File: src/rtl/refsel_pkg.sv
package refsel_pkg;
    localparam int unsigned NUM_INPUTS     = 5;
    localparam int unsigned PRIO_BITS      = 4;
    localparam int unsigned MODE_BITS      = 4;
    localparam int unsigned DATA_BITS      = 8;
    localparam int unsigned ADDR_BITS      = 3;
    localparam int unsigned NUM_PATHS      = 2;

    // register window layout
    localparam int unsigned ADDR_BANK      = 0;
    localparam int unsigned ADDR_MODE      = 1;
    localparam int unsigned ADDR_PRIO_BASE = 2;

    typedef enum logic {
        PATH_MAIN = 1'b0,
        PATH_AUX  = 1'b1
    } path_e;
endpackage

File: src/rtl/refsel_arbiter.sv
// Picks the usable input with the smallest nonzero priority value;
// a strict compare in ascending index order keeps the lowest index on ties.
module refsel_arbiter #(
    parameter int unsigned NUM_IN = 5,
    parameter int unsigned PRIO_W = 4,
    parameter int unsigned IDX_W  = 3
) (
    input  logic [NUM_IN-1:0]             usable,
    input  logic [NUM_IN-1:0][PRIO_W-1:0] prio,
    output logic [IDX_W-1:0]              best_idx,
    output logic                          found
);
    logic [PRIO_W-1:0] best_prio;

    always_comb begin
        found     = 1'b0;
        best_idx  = '0;
        best_prio = '1;
        for (int i = 0; i < int'(NUM_IN); i++) begin
            if (usable[i] && (prio[i] != '0) && (!found || (prio[i] < best_prio))) begin
                found     = 1'b1;
                best_prio = prio[i];
                best_idx  = IDX_W'(i + 1);
            end
        end
    end
endmodule

File: src/rtl/refsel_path.sv
module refsel_path #(
    parameter int unsigned NUM_IN = 5,
    parameter int unsigned PRIO_W = 4,
    parameter int unsigned MODE_W = 4,
    parameter int unsigned IDX_W  = 3
) (
    input  logic                          clk,
    input  logic                          rst_n,
    input  logic [NUM_IN-1:0]             usable,
    input  logic [NUM_IN-1:0][PRIO_W-1:0] prio,
    input  logic [MODE_W-1:0]             mode,
    output logic [IDX_W-1:0]              sel,
    output logic                          change,
    output logic                          noref
);
    typedef struct packed {
        logic [IDX_W-1:0] sel;
        logic             change;
        logic             noref;
    } path_state_t;

    path_state_t state_d, state_q;

    logic [IDX_W-1:0] auto_idx;
    logic             auto_found;
    logic             forced;

    refsel_arbiter #(
        .NUM_IN (NUM_IN),
        .PRIO_W (PRIO_W),
        .IDX_W  (IDX_W)
    ) u_arb (
        .usable   (usable),
        .prio     (prio),
        .best_idx (auto_idx),
        .found    (auto_found)
    );

    always_comb begin
        forced = (mode != '0) && (mode <= MODE_W'(NUM_IN));
        state_d = state_q;
        if (forced) begin
            state_d.sel   = IDX_W'(mode);
            state_d.noref = 1'b0;
        end else begin
            state_d.sel   = auto_found ? auto_idx : '0;
            state_d.noref = !auto_found;
        end
        state_d.change = (state_d.sel != state_q.sel);
    end

    always_ff @(posedge clk) begin
        if (!rst_n) begin
            state_q.sel    <= '0;
            state_q.change <= 1'b0;
            state_q.noref  <= 1'b1;
        end else begin
            state_q <= state_d;
        end
    end

    assign sel    = state_q.sel;
    assign change = state_q.change;
    assign noref  = state_q.noref;
endmodule

File: src/rtl/refsel_regs.sv
module refsel_regs
    import refsel_pkg::*;
#(
    parameter int unsigned NUM_IN = 5,
    parameter int unsigned PRIO_W = 4,
    parameter int unsigned MODE_W = 4,
    parameter int unsigned DATA_W = 8,
    parameter int unsigned ADDR_W = 3
) (
    input  logic                                    clk,
    input  logic                                    rst_n,
    input  logic [ADDR_W-1:0]                       addr,
    input  logic                                    wr,
    input  logic [DATA_W-1:0]                       wdata,
    output logic [DATA_W-1:0]                       rdata,
    output logic [NUM_PATHS-1:0][MODE_W-1:0]        mode,
    output logic [NUM_PATHS-1:0][NUM_IN-1:0][PRIO_W-1:0] prio
);
    localparam int unsigned PER_WORD = DATA_W / PRIO_W;

    typedef struct packed {
        logic                                         bank;
        logic [NUM_PATHS-1:0][MODE_W-1:0]             mode;
        logic [NUM_PATHS-1:0][NUM_IN-1:0][PRIO_W-1:0] prio;
        logic [DATA_W-1:0]                            rdata;
    } regs_t;

    regs_t regs_d, regs_q;

    function automatic regs_t reset_value();
        regs_t r;
        r = '0;
        for (int p = 0; p < int'(NUM_PATHS); p++)
            for (int i = 0; i < int'(NUM_IN); i++)
                r.prio[p][i] = PRIO_W'(1);
        return r;
    endfunction

    always_comb begin
        regs_d       = regs_q;
        regs_d.rdata = '0;

        // registered read of the banked copy
        if (addr == ADDR_W'(ADDR_BANK))
            regs_d.rdata[0] = regs_q.bank;
        if (addr == ADDR_W'(ADDR_MODE))
            regs_d.rdata[MODE_W-1:0] = regs_q.mode[regs_q.bank];
        for (int i = 0; i < int'(NUM_IN); i++) begin
            if (addr == ADDR_W'(ADDR_PRIO_BASE + i / PER_WORD))
                regs_d.rdata[(i % PER_WORD) * PRIO_W +: PRIO_W] = regs_q.prio[regs_q.bank][i];
        end

        if (wr) begin
            if (addr == ADDR_W'(ADDR_BANK))
                regs_d.bank = wdata[0];
            if (addr == ADDR_W'(ADDR_MODE))
                regs_d.mode[regs_q.bank] = wdata[MODE_W-1:0];
            for (int i = 0; i < int'(NUM_IN); i++) begin
                if (addr == ADDR_W'(ADDR_PRIO_BASE + i / PER_WORD))
                    regs_d.prio[regs_q.bank][i] = wdata[(i % PER_WORD) * PRIO_W +: PRIO_W];
            end
        end
    end

    always_ff @(posedge clk) begin
        if (!rst_n) regs_q <= reset_value();
        else        regs_q <= regs_d;
    end

    assign rdata = regs_q.rdata;
    assign mode  = regs_q.mode;
    assign prio  = regs_q.prio;
endmodule

File: src/rtl/refsel_top.sv
module refsel_top
    import refsel_pkg::*;
#(
    parameter  int unsigned NUM_IN = NUM_INPUTS,
    parameter  int unsigned PRIO_W = PRIO_BITS,
    parameter  int unsigned MODE_W = MODE_BITS,
    parameter  int unsigned DATA_W = DATA_BITS,
    parameter  int unsigned ADDR_W = ADDR_BITS,
    localparam int unsigned IDX_W  = $clog2(NUM_IN + 1)
) (
    input  logic              clk,
    input  logic              rst_n,
    input  logic [ADDR_W-1:0] cfg_addr,
    input  logic              cfg_wr,
    input  logic [DATA_W-1:0] cfg_wdata,
    output logic [DATA_W-1:0] cfg_rdata,
    input  logic [NUM_IN-1:0] ref_ok,
    output logic [IDX_W-1:0]  main_sel,
    output logic              main_change,
    output logic              main_noref,
    output logic [IDX_W-1:0]  aux_sel,
    output logic              aux_change,
    output logic              aux_noref
);
    logic [NUM_PATHS-1:0][MODE_W-1:0]             mode_w;
    logic [NUM_PATHS-1:0][NUM_IN-1:0][PRIO_W-1:0] prio_w;
    logic [NUM_PATHS-1:0][IDX_W-1:0]              sel_w;
    logic [NUM_PATHS-1:0]                         change_w;
    logic [NUM_PATHS-1:0]                         noref_w;

    refsel_regs #(
        .NUM_IN (NUM_IN),
        .PRIO_W (PRIO_W),
        .MODE_W (MODE_W),
        .DATA_W (DATA_W),
        .ADDR_W (ADDR_W)
    ) u_regs (
        .clk   (clk),
        .rst_n (rst_n),
        .addr  (cfg_addr),
        .wr    (cfg_wr),
        .wdata (cfg_wdata),
        .rdata (cfg_rdata),
        .mode  (mode_w),
        .prio  (prio_w)
    );

    for (genvar p = 0; p < int'(NUM_PATHS); p++) begin : g_path
        refsel_path #(
            .NUM_IN (NUM_IN),
            .PRIO_W (PRIO_W),
            .MODE_W (MODE_W),
            .IDX_W  (IDX_W)
        ) u_path (
            .clk    (clk),
            .rst_n  (rst_n),
            .usable (ref_ok),
            .prio   (prio_w[p]),
            .mode   (mode_w[p]),
            .sel    (sel_w[p]),
            .change (change_w[p]),
            .noref  (noref_w[p])
        );
    end

    assign main_sel    = sel_w[PATH_MAIN];
    assign main_change = change_w[PATH_MAIN];
    assign main_noref  = noref_w[PATH_MAIN];
    assign aux_sel     = sel_w[PATH_AUX];
    assign aux_change  = change_w[PATH_AUX];
    assign aux_noref   = noref_w[PATH_AUX];
endmodule

File: config.mk
export PLATFORM = sky130hd
export DESIGN_NAME = refsel_top
export DESIGN_NICKNAME = d
export VERILOG_FILES = /design/src/rtl/refsel_pkg.sv /design/src/rtl/refsel_arbiter.sv /design/src/rtl/refsel_path.sv /design/src/rtl/refsel_regs.sv /design/src/rtl/refsel_top.sv
export SDC_FILE = /design/constraint.sdc
export NUM_CORES = 1
export LEC_CHECK = 0
export ABC_AREA = 1
export BUFFER_PORTS_ARGS = -buffer_cell sky130_fd_sc_hd__buf_4
export CAP_MARGIN = 10
export CORE_MARGIN = 1
export CORE_UTILIZATION = 60
export DETAILED_ROUTE_END_ITERATION = 6
export PLACE_DENSITY = 0.8
export RECOVER_POWER = 100
export SKIP_LAST_GASP = 1
export SYNTH_ARGS = -nofsm -noshare
export SYNTH_HDL_FRONTEND = slang
export SYNTH_SLANG_ARGS = --single-unit
File: constraint.sdc
create_clock -name clk -period 8.1 [get_ports clk]
set_clock_uncertainty 0.1 [all_clocks]
set_input_delay 1.62 -clock clk [delete_from_list [all_inputs] [get_ports clk]]
set_output_delay 1.62 -clock clk [all_outputs]
set_load 0.03 [all_outputs]
==> summary.txt <==
arrival time of data at the critical path endpoint -> 6690 ps
beginning of the worst register-to-register path -> u_regs.prio[23]$_SDFFE_PN0P_
RD Place Congestion -> 0.958
number of post-CTS setup repair buffers -> 0
die area -> 7450 µm²
number of buffers inserted during clock tree synthesis -> 9
overall overflow remaining after global route -> 0
clock period minus worst slack -> 6550 ps
count of H-tree levels built during CTS -> 3
largest fanout on the critical path -> 10
pin count of the biggest net entering global routing -> 49
Sw Pwr -> 0.250 mW
Most used DFF post-synth -> sky130_fd_sc_hd__dfxtp_1
die outline height -> 86.3 µm
clock tree from TritonCTS -> yes
switch share -> 0.302
highest routed layer -> met4
global-route usage over all layers -> 0.298
Comb power frac -> 0.204
failing checks -> max-capacitance violations, max-slew violations
Post-synth top cells -> 149 x sky130_fd_sc_hd__nand2_1, 95 x sky130_fd_sc_hd__inv_1, 71 x sky130_fd_sc_hd__a21oi_1, 71 x sky130_fd_sc_hd__o21ai_0, 67 x sky130_fd_sc_hd__dfxtp_1
Worst-Skew Late Latency -> 340 ps
root buffer cell -> sky130_fd_sc_hd__clkbuf_8
Synthesis Warnings -> 0
Final setup violation count -> 0
final standard cell utilization of the core -> 0.680
cell area after layout -> 4640 µm²
P_int -> 0.578 mW
starting density of the core -> 0.624
detailed placement HPWL -> 8080 µm
static leakage -> 2.17 nW
number of pins with negative max-slew slack in the final report -> 49
number of global-route vias before repair -> 3818
post-synthesis average cell area -> 6.57 µm²
core outline area -> 6830 µm²
cts repair resizes -> 0
kind of critical path -> primary input to flip-flop
Seq pwr share -> 0.424
number of clock sinks -> 67
Slowest-stage cell, CP -> sky130_fd_sc_hd__clkbuf_1
startpoint type of the worst setup path -> primary input
wire length on met3 -> 643 µm
met1 layer wirelength in the final routing -> 4640 µm
power consumption -> 0.828 mW
number of flops mapped to enable cells by yosys -> 0
n_diodes -> 0
relative slew slack -> -0.111
library cell occupying the most area in the post-synthesis netlist -> sky130_fd_sc_hd__dfxtp_1
number of iterations in the first detailed-routing pass -> 5
CP endpoint kind -> flip-flop
syn nets -> 684
maximum single-stage delay on the critical path -> 460 ps
post-synth top area share -> 0.314
worst IR drop on VDD -> 0.0817 mV
top-level I/O count -> 37
cell row count -> 30
total power density per cell area -> 178 nW/µm²
highest achievable clock rate -> 153 MHz
result of the run -> finished, violations left
layout cell share with drive strength beyond 1 -> 0.112
maximum buffer depth of the clock tree -> 2
cell mode on critical path -> sky130_fd_sc_hd__nand2_1
ratio of routed vias to standard cells -> 5.44
origin of the worst min-delay path -> u_regs.mode[3]$_SDFFE_PN0P_
clock transition at the registers of the reported paths -> 80 ps
Final Cycle Share -> 0.809
width of the die -> 86.3 µm
required time at the worst-slack endpoint -> 8240 ps
Cells after Synth -> 649
Remaining DRCs -> 0
average wire per cell in the routed design -> 13.8 µm
number of maximum-capacitance violations -> 1
Worst Tran Pin Value -> 1670 ps
number of fillers in the final layout -> 635
placed cell areas -> 4530 µm²
worst hold-check path type -> flip-flop to flip-flop
summed instance area of the synthesized netlist -> 4270 µm²
Final Routed Wirelength -> 10600 µm
number of antenna violations at the first check in global routing -> 0
global-route wire length before repair -> 17200 µm
post-synthesis sequential area ratio -> 0.314
total of buffers placed on input and output ports -> 36
share of synthesized flip-flops with an asynchronous set or reset -> 0
NumNets Final -> 706
met2 WL -> 5150 µm
Antenna Violating Nets Remaining -> 0
Synth cell types -> 33
CTS hold repair buffers -> 0
growth of design area from synthesis to finish -> 8.86%
via count -> 4197
Total Negative Setup Slacks -> 0 ps
#FFs+latches synth -> 67
RSZ-0062 raised after global routing -> false
Hold Violations, Final -> 0
Clk pwr share -> 0.372
biggest area contributors in the synthesized netlist -> sky130_fd_sc_hd__dfxtp_1 31%, sky130_fd_sc_hd__nand2_1 13%, sky130_fd_sc_hd__inv_1 8.4%
beginning of the critical path -> ref_ok[0]
First DRT Iteration DRCs -> 303
most common cell in the synthesized netlist -> sky130_fd_sc_hd__nand2_1
==> metrics by stage <==
step                hold WS [ps]  instances  worst slack, ps
finish                       390        772             1550
floorplan                    333        649             2420
detailed placement           365        756             1860
global route                 412        772              959
CTS                          376        772             2210
global placement             356        756             2030
==> worst paths after layout <==
| kind | end | slack (ps) | cells after the start |
|---|---|---|---|
| setup / recovery | g_path[1].u_path.change$_SDFF_PN0_ | 1550 | 38 |
| hold / removal | u_regs.mode[3]$_SDFFE_PN0P_ | 390 | 2 |
| setup reg to reg | g_path[1].u_path.change$_SDFF_PN0_ | 2780 | 39 |
| hold reg to reg | u_regs.mode[3]$_SDFFE_PN0P_ | 390 | 2 |
==> cell usage in the layout (no fill, tap or decap), drive strengths merged, types with 3 or more instances in the layout <==
master,count
nand3,39
buf,15
clkbuf,31
nor2,45
clkinv,3
a22oi,3
a21oi,72
o221ai,3
dfxtp,67
a221oi,3
nand2,177
o211ai,5
a41oi,4
nand3b,3
nor3,7
ha,16
inv,98
o21ai,71
==> layer usage <==
metal	track usage	up-vias
li1	-	2159
met1	0.374	1880
met2	0.517	132
met3	0.0438	26
met4	0.112	0
met5	0	-
==> cells by family after synthesis <==
family | count (synthesis) | share of synthesized area
simple gates | 275 | 0.305
fa+ha+maj | 16 | 0.0469
flops | 67 | 0.314
compound gates | 167 | 0.216
buf+inv | 124 | 0.117
==> power groups by stage <==
| stage | clock network, mW | registers [mW] | logic, mW |
|---|---|---|---|
| after floorplan | 0 | 0.368 | 0.122 |
| after global placement | 0 | 0.358 | 0.172 |
| after detailed placement | 0 | 0.359 | 0.178 |
| after CTS | 0.311 | 0.351 | 0.178 |
| after global routing | 0.324 | 0.352 | 0.192 |
| final | 0.308 | 0.351 | 0.169 |
==> final cells by class <==
| type | instances | area, µm² | share of cell area |
|---|---|---|---|
| well taps | 96 | 120 | 0.0259 |
| repair buffers | 36 | 195 | 0.0420 |
| clock buffers | 10 | 138 | 0.0296 |
| multi-input cells | 458 | 2390 | 0.514 |
| clock inverters | 6 | 88.8 | 0.0191 |
| flip-flops and latches | 67 | 1340 | 0.289 |
| inverters | 99 | 372 | 0.0800 |
==> critical path: cells and delay by family <==
family / cells / cell delay [ps]
adders and majority gates: 4 / 1140
and+or+nand+nor: 22 / 2020
AOI/OAI and AO/OA: 6 / 1200
buffers and inverters: 6 / 710
==> sequential cells by signal, summed over array words and instances, names as in the netlist <==
register / count
g_path.u_path.change: 2
u_regs.regs_q: 1
u_regs.mode: 8
g_path.u_path.sel: 6
u_regs.rdata: 8
g_path.u_path.noref: 2
u_regs.prio: 40
No activity file was read; power rests on OpenSTA's default activity.
